===== src/rtl/f2h_pkg.sv =====
package f2h_pkg;
   localparam int SGL_EXP_W  = 8;
   localparam int SGL_FRAC_W = 23;
   localparam int HLF_EXP_W  = 5;
   localparam int HLF_FRAC_W = 10;
   localparam int SGL_W      = 1 + SGL_EXP_W + SGL_FRAC_W;
   localparam int HLF_W      = 1 + HLF_EXP_W + HLF_FRAC_W;
   localparam int SGL_BIAS   = (1 << (SGL_EXP_W - 1)) - 1;
   localparam int HLF_BIAS   = (1 << (HLF_EXP_W - 1)) - 1;
   localparam int DROP_W     = SGL_FRAC_W - HLF_FRAC_W;
   // biased single exponent limits for each result class
   localparam int SUB_LIM    = SGL_BIAS - HLF_BIAS + 1;     // first normal
   localparam int ZERO_LIM   = SUB_LIM - HLF_FRAC_W;        // first subnormal
   localparam int NORM_LIM   = SGL_BIAS + HLF_BIAS + 1;     // first overflow

   typedef enum logic [1:0] {
      RM_NEAR_EVEN = 2'd0,
      RM_TO_ZERO   = 2'd1,
      RM_DOWN      = 2'd2,
      RM_UP        = 2'd3
   } rmode_e;

   typedef enum logic [2:0] {
      CL_ZERO, CL_SUB, CL_NORM, CL_OVF, CL_SPEC
   } rclass_e;
endpackage


===== src/rtl/f2h_round.sv =====
module f2h_round
   import f2h_pkg::*;
(
   input  logic [SGL_W-1:0] src,
   input  rmode_e           mode,
   output logic             inc,
   output logic [SGL_W-2:0] rounded
);
   localparam int EXP_LO = SGL_FRAC_W;

   logic [SGL_EXP_W-1:0] exp_f;
   logic                 sgn, eligible, lsb_b, grd_b, rnd_b, stk_b, any_drop, want;

   always_comb begin
      exp_f    = src[SGL_W-2:EXP_LO];
      sgn      = src[SGL_W-1];
      eligible = (exp_f != '0) && (exp_f != '1);
      lsb_b    = src[DROP_W];
      grd_b    = src[DROP_W-1];
      rnd_b    = src[DROP_W-2];
      stk_b    = |src[DROP_W-3:0];
      any_drop = grd_b | rnd_b | stk_b;
      unique case (mode)
         RM_NEAR_EVEN: want = grd_b & (lsb_b | rnd_b | stk_b);
         RM_TO_ZERO:   want = 1'b0;
         RM_DOWN:      want = any_drop & sgn;
         RM_UP:        want = any_drop & ~sgn;
         default:      want = 1'b0;
      endcase
      inc     = eligible & want;
      rounded = src[SGL_W-2:0] + ((SGL_W-1)'(inc) << DROP_W);
   end
endmodule


===== src/rtl/f2h_classify.sv =====
module f2h_classify
   import f2h_pkg::*;
(
   input  logic [SGL_EXP_W-1:0]  exp_r,
   input  logic [HLF_FRAC_W-1:0] kept,
   output rclass_e               cls,
   output logic [HLF_W-2:0]      mag
);
   logic [3:0]            sub_sh;
   logic [HLF_FRAC_W:0]   sub_full;
   logic [HLF_EXP_W-1:0]  norm_exp;

   always_comb begin
      sub_sh   = 4'(8'(SUB_LIM) - exp_r);
      sub_full = {1'b1, kept} >> sub_sh;
      norm_exp = HLF_EXP_W'(exp_r - 8'(SUB_LIM - 1));
      if (exp_r == '1)                 cls = CL_SPEC;
      else if (exp_r < 8'(ZERO_LIM))   cls = CL_ZERO;
      else if (exp_r < 8'(SUB_LIM))    cls = CL_SUB;
      else if (exp_r < 8'(NORM_LIM))   cls = CL_NORM;
      else                             cls = CL_OVF;
      unique case (cls)
         CL_ZERO: mag = '0;
         CL_SUB:  mag = {{HLF_EXP_W{1'b0}}, sub_full[HLF_FRAC_W-1:0]};
         CL_NORM: mag = {norm_exp, kept};
         CL_OVF:  mag = {{HLF_EXP_W{1'b1}}, {HLF_FRAC_W{1'b0}}};
         default: mag = {{HLF_EXP_W{1'b1}}, kept};
      endcase
   end
endmodule


===== src/rtl/f2h_narrow.sv =====
module f2h_narrow
   import f2h_pkg::*;
#(
   parameter int REG_OUT = 1
) (
   input  logic        clk,
   input  logic        rst_n,
   input  logic [31:0] in_word,
   input  logic [1:0]  rnd_mode,
   output logic [15:0] out_half
);
   if (SGL_W != 32 || HLF_W != 16) begin : g_bad_fmt
      $error("f2h_narrow: format widths must be 32 and 16");
   end
   if (REG_OUT != 0 && REG_OUT != 1) begin : g_bad_reg
      $error("f2h_narrow: REG_OUT must be 0 or 1");
   end

   logic              inc;
   logic [SGL_W-2:0]  rounded;
   rclass_e           cls;
   logic [HLF_W-2:0]  mag;
   logic [HLF_W-1:0]  result;

   f2h_round u_round (
      .src     (in_word),
      .mode    (rmode_e'(rnd_mode)),
      .inc     (inc),
      .rounded (rounded)
   );

   f2h_classify u_class (
      .exp_r (rounded[SGL_W-2:SGL_FRAC_W]),
      .kept  (rounded[SGL_FRAC_W-1:DROP_W]),
      .cls   (cls),
      .mag   (mag)
   );

   assign result = {in_word[SGL_W-1], mag};

   if (REG_OUT == 1) begin : g_reg
      always_ff @(posedge clk) begin
         if (!rst_n) out_half <= '0;
         else        out_half <= result;
      end

      assert_sign_R1: assert property (@(posedge clk) disable iff (!rst_n)
         1'b1 |=> out_half[15] == $past(in_word[31]));
      assert_no_round_edge_R2: assert property (@(posedge clk) disable iff (!rst_n)
         (in_word[30:23] == 8'h00 || in_word[30:23] == 8'hFF) |-> !inc);
      assert_zero_exp_R2: assert property (@(posedge clk) disable iff (!rst_n)
         (in_word[30:23] == 8'h00) |=> out_half[14:0] == 15'h0);
      assert_trunc_R3: assert property (@(posedge clk) disable iff (!rst_n)
         (rnd_mode == 2'd1) |-> !inc);
      assert_ovf_inf_R10: assert property (@(posedge clk) disable iff (!rst_n)
         (cls == CL_OVF) |=> out_half[14:0] == 15'h7C00);
      assert_special_R11: assert property (@(posedge clk) disable iff (!rst_n)
         (in_word[30:23] == 8'hFF) |=> (out_half[14:10] == 5'h1F) &&
                                       (out_half[9:0] == $past(in_word[22:13])));
      assert_sub_nonzero_R8: assert property (@(posedge clk) disable iff (!rst_n)
         (cls == CL_SUB) |=> (out_half[14:10] == 5'h0) && (out_half[9:0] != 10'h0));
      assert_reset_R12: assert property (@(posedge clk)
         !rst_n |=> out_half == 16'h0);
   end else begin : g_comb
      assign out_half = result;
   end
endmodule


===== config.mk =====
export PLATFORM = sky130hd
export DESIGN_NAME = f2h_narrow
export DESIGN_NICKNAME = d
export VERILOG_FILES = /design/src/rtl/f2h_pkg.sv /design/src/rtl/f2h_round.sv /design/src/rtl/f2h_classify.sv /design/src/rtl/f2h_narrow.sv
export SDC_FILE = /design/constraint.sdc
export NUM_CORES = 1
export LEC_CHECK = 0
export BUFFER_PORTS_ARGS = -buffer_cell sky130_fd_sc_hd__buf_2
export CAP_MARGIN = 5
export CORE_MARGIN = 4
export CORE_UTILIZATION = 35
export DETAILED_ROUTE_END_ITERATION = 16
export PLACE_DENSITY_LB_ADDON = 0.25
export REMOVE_ABC_BUFFERS = 1
export SLEW_MARGIN = 20
export SYNTH_ARGS = -nofsm -noshare
export SYNTH_HDL_FRONTEND = slang
export SYNTH_SLANG_ARGS = --single-unit

===== constraint.sdc =====
create_clock -name clk -period 8.4 [get_ports clk]
set_clock_uncertainty 0.05 [all_clocks]
set_input_delay 0.42 -clock clk [delete_from_list [all_inputs] [get_ports clk]]
set_output_delay 0.42 -clock clk [all_outputs]
set_load 0.05 [all_outputs]

# == Word-level counts from Yosys, hierarchy flattened ==
# Cells that the tools add are included.
# op_classes
n_shift,1
n_reduce_logical,5
n_lt_le_gt_ge,3
muxes,6
bitwise_logic,9
eq_ne,8
n_addsub,3
# ops
op,n
15-bit one-hot mux with 4 select lines,1
31-bit by 14-bit adder with 31-bit output,1
8-bit by 7-bit less-than comparator with 1-bit output (second input constant),2
11-bit OR reduction,1
11-bit by 4-bit >> shifter with 10-bit output,1
3-bit 2-to-1 mux,3
8-bit equality test (second input constant),1
8-bit less-than comparator (second input constant),1
8-bit != test (second input constant),1
8-bit nonzero test,1
3-bit by 2-bit equality test with 1-bit output (second input constant),2
5-bit subtractor (second input constant),1
1-bit AND,4
2-bit equality test (second input constant),2
1-bit OR,4
1-bit one-hot mux with 4 select lines,1
1-bit by 4-bit subtractor with 4-bit output (first input constant),1
3-bit by 1-bit equality test with 1-bit output (second input constant),1
3-bit logical NOT,1
2-bit by 1-bit equality test with 1-bit output (second input constant),1
2-bit logical NOT,1
1-bit logical AND,1
1-bit 2-to-1 mux,1
1-bit inverter,1
# totals
elab_cells,36
register_bits,16
inputBits,36
output_inout_bits,16

# == Longest topological paths before layout ==
# logic_depth
word_depth,13
mapped_depth,17
mapped_depth_nobuf,15

# == By module ==
# From an unflattened synthesis, not the netlist that was laid out.
# hier_totals
hier_cells,205
hier_area_um2,1596.5
# modules_own_cells
mod,area_per_inst_um2,seq_area_each_um2,instances,cells_per_inst
f2h_classify,640.6,0.0,1,102
f2h_round,509.2,0.0,1,70
f2h_narrow,446.7,320.3,1,33

# == Worst setup path before layout ==
# No wires, ideal clock.
# synth_path
path_kind,input -> register
from,input port in_word[25]
to,register out_half[2]
setup_slack_ns,4.930
arrival_time_ns,3.287
path_buffers,1
setup_time_ns,0.133
path_stages,15
required_time_ns,8.217
path_cell_list,buf_2 -> nand4_1 -> nor2_1 -> nand2_1 -> o21ai_0 -> nor3_1 -> ha_1 -> ha_1 -> nand3_1 -> o31ai_4 -> nand2_2 -> o311ai_1 -> mux2i_2 -> o21ai_4 -> o22ai_1
# synth_via
elab_chain_len,11
word_cells_on_any_way,20
classes_between,add/sub: 2; order compare: 3; eq/ne: 5; shift: 1; mux: 5; bitwise: 1; reduce/logical: 3
# synth_lines
item,line_no,source
from (decl),f2h_narrow.sv:8,"input logic [31:0] in_word,"
8-bit != test or 8-bit nonzero test (tied branches),f2h_round.sv:17,eligible = (exp_f != '0) && (exp_f != '1);
1-bit logical AND,f2h_round.sv:17,
1-bit AND,f2h_round.sv:30,inc = eligible & want;
31-bit by 14-bit adder with 31-bit output *,f2h_round.sv:31,rounded = src[SGL_W-2:0] + ((SGL_W-1)'(inc) << DROP_W);
8-bit less-than comparator,f2h_classify.sv:20,else if (exp_r < 8'(NORM_LIM)) cls = CL_NORM;
1-bit 2-to-1 mux,f2h_classify.sv:20,
3-bit 2-to-1 mux,f2h_classify.sv:19,else if (exp_r < 8'(SUB_LIM)) cls = CL_SUB;
3-bit 2-to-1 mux,f2h_classify.sv:18,else if (exp_r < 8'(ZERO_LIM)) cls = CL_ZERO;
3-bit 2-to-1 mux,f2h_classify.sv:17,if (exp_r == '1) cls = CL_SPEC;
"3-bit by 2-bit equality test with 1-bit output, or another cell as far along",f2h_classify.sv:22,unique case (cls)
15-bit one-hot mux with 4 select lines *,f2h_classify.sv:22,
to (signal assigned),f2h_narrow.sv:44,else out_half <= result;
to (decl),f2h_narrow.sv:10,output logic [15:0] out_half
# Mark *: on every way between the ends. The rest lies on a longest branch, timed or not.
# A chain may end at the register's enable or synchronous reset.

# == Worst setup path after layout ==
# layout_path
from,input port in_word[23]
to,register out_half[0]
# Same word-level chain as after synthesis.

==> summary.md <==
| Metric | Value |
|---|---|
| Largest net degree at the start of global routing | `19` |
| Pwr dens | `101 nW/um2` |
| Nets | `323` |
| Via-per-instance ratio | `5.63` |
| Most flops, register | `out_half` |
| Worst-path fanout max | `18` |
| WP data arrival | `4090 ps` |
| Max Slew Vio Count | `0` |
| Die area | `6750 um2` |
| Clock Pin Slew Worst Setup and Hold Paths | `50 ps` |
| Num rows | `26` |
| Slew HR | `a little over a third` |
| CP Data Required Time | `8460 ps` |
| WS Path Type | `in -> reg` |
| Initial Util | `37.0%` |
| Mapped Cells | `about 250` |
| Setup_tns | `0 ps` |
| Share of cells above drive strength 1 | `approximately 28%` |
| Post-DP HPWL | `4.31 mm` |
| Synth Area per Inst | `between 7 and 8 um2` |
| Final Wtd Congestion | `0.891` |
| Number of placed cells counting well taps | `350` |
| EDFF count, synth | `0` |
| Drt first pass iters | `4` |
| Tcrit/Tclk final | `a little under half` |
| CTS Hold Bufs | `0` |
| CP startpoint kind | `input port` |
| Clock buffer depth | `2` |
| Synth area leaders | `dfxtp_1 (17%), nand2_1 (5.3%), nand3_1 (4.9%), nor4_4 (4.4%), xnor2_1 (4.1%)` |
| Cts bufs inserted | `3` |
| WL/cell | `around 15 um` |
| Max cap viols | `0` |
| DRC Markers | `0` |
| Most used flip-flop cell after synthesis | `dfxtp_1` |
| Worst-margin pin slew | `945 ps` |
| # H-tree levels | `1` |
| Status | `finished clean` |
| Ys Warns | `0` |
| Worst Hold Class | `in -> reg` |
| Worst Setup End Kind | `register` |
| Core box area | `5200 um2` |
| Total wire length | `5.40 mm` |
| Area leader, netlist | `dfxtp_1` |
| Post-route ant nets | `0` |
| Global-route wire length before repair | `~9 mm` |
| Largest regs | `out_half (16)` |
| Starting DRT DRC Count | `~110` |
| Unrepaired setup endpoints after global routing | `no` |
| Final hold violation count | `0` |
| Root Driver | `clkbuf_8` |
| Worst IR Drop VDD | `0.0000448 V` |
| Seq/Total Area, Yosys | `between 10% and 20%` |
| I/O Buffers | `51` |
| Synth async-reset ratio | `0%` |
| Synthesized flop and latch total | `16` |
| Mapped Area | `1920 um2` |
| Clock sinks | `16` |
| Setup Buffers After CTS | `0` |
| CTS tree | `built` |
| Final Util | `42.6%` |
| Initial antenna violation count | `0` |
| Die W | `82.2 um` |
| CTS-repair resized insts | `0` |
| Synth top area share | `16.6%` |
| Power Total | `0.224 mW` |
| Synth unique cells | `between 60 and 70` |
| F_max | `248 MHz` |
| Die Height | `slightly above 80 um` |
| Final Setup Violations | `0` |
| Vias | `1989` |
| Overall routing resource usage | `16.9%` |
| Ports | `52` |
| GRT overflow | `0` |
| Min Clock Period, post-route | `between 4000 and 5000 ps` |
| Fin cells | `353` |
| Vias in the first global route | `1846` |
| Lkg Pwr | `0.871 nW` |
| Number of diodes | `0` |
| P&R area growth vs syn | `15.2%` |
| Max reg flops | `16` |
layer usage:
metal / track usage (%) / part of all wire, %
met4: 5.98 / 1.0
met1: 23.1 / 45
met3: 2.71 / 6.2
met5: 0 / 0
met2: 26.9 / 47
cell usage in the layout (no fill, tap or decap), drive strengths merged, types with 11 or more instances in the layout:
cell and instances:
o21ai 11, nor2 18, nand2 29, dfxtp 16, nand3 19, o22ai 11, buf 52
path summary, 6_finish.rpt:
kind	from	end	slack, ps	cells after the start
min	in_word[31]	out_half[15]	350	2
max	in_word[23]	out_half[0]	4370	15
worst max-delay path, stage by stage:
cell and delay (ps):
buf_2 210, nand4_1 250, nor2_1 80, nand2_1 60, o21ai_0 80, nor3_1 190
ha_1 310, ha_1 300, nand3_1 370, nor4_4 320, xor2_1 710, a2111oi_0 170
o32ai_1 320, o311a_1 200, o22ai_1 70
Yosys cell counts (all sizes together) (6+ instances only):
cell    number
nand2       29
nand3       19
nor2        18
dfxtp       16
buf         13
o21ai       11
o22ai       11
nand4        9
nor4         9
xnor2        9
xor2         9
a21boi       6
a21oi        6
nor3         6
area by class of cell:
type                       count  area, um2
sequential                    16        320
tap                           70       87.6
clock buffer                   3       41.3
multi-input combinational    207       1490
inverter                       5       18.8
fill                         564       2990
timing repair buffer          52        263
cell families after synthesis:
kind of cell    Yosys count  share of synthesized area (%)
buf+inv                  23                           6.11
mux                       8                           4.55
fa+ha+maj                 2                           1.30
xor+xnor                 18                           8.19
flops                    16                           16.6
simple gates            114                           37.0
compound gates           65                           26.2
stage by stage:
stage / setup WS [ps] / area (um2) / hold slack (ps)
after floorplan: 4690 / 1830 / 492
after global placement: 4360 / 2180 / 602
after detailed placement: 4120 / 2180 / 609
after CTS: 4390 / 2220 / 356
after global routing: 3990 / 2220 / 358
final: 4370 / 2220 / 352
where the power goes:
group,switching [mW],internal (mW),total [mW]
sequential,0.000514,0.0790,0.0795
combinational,0.0591,0.0310,0.0902
clock,0.0224,0.0317,0.0541
Note: power is estimated with default switching activity, not from simulation.
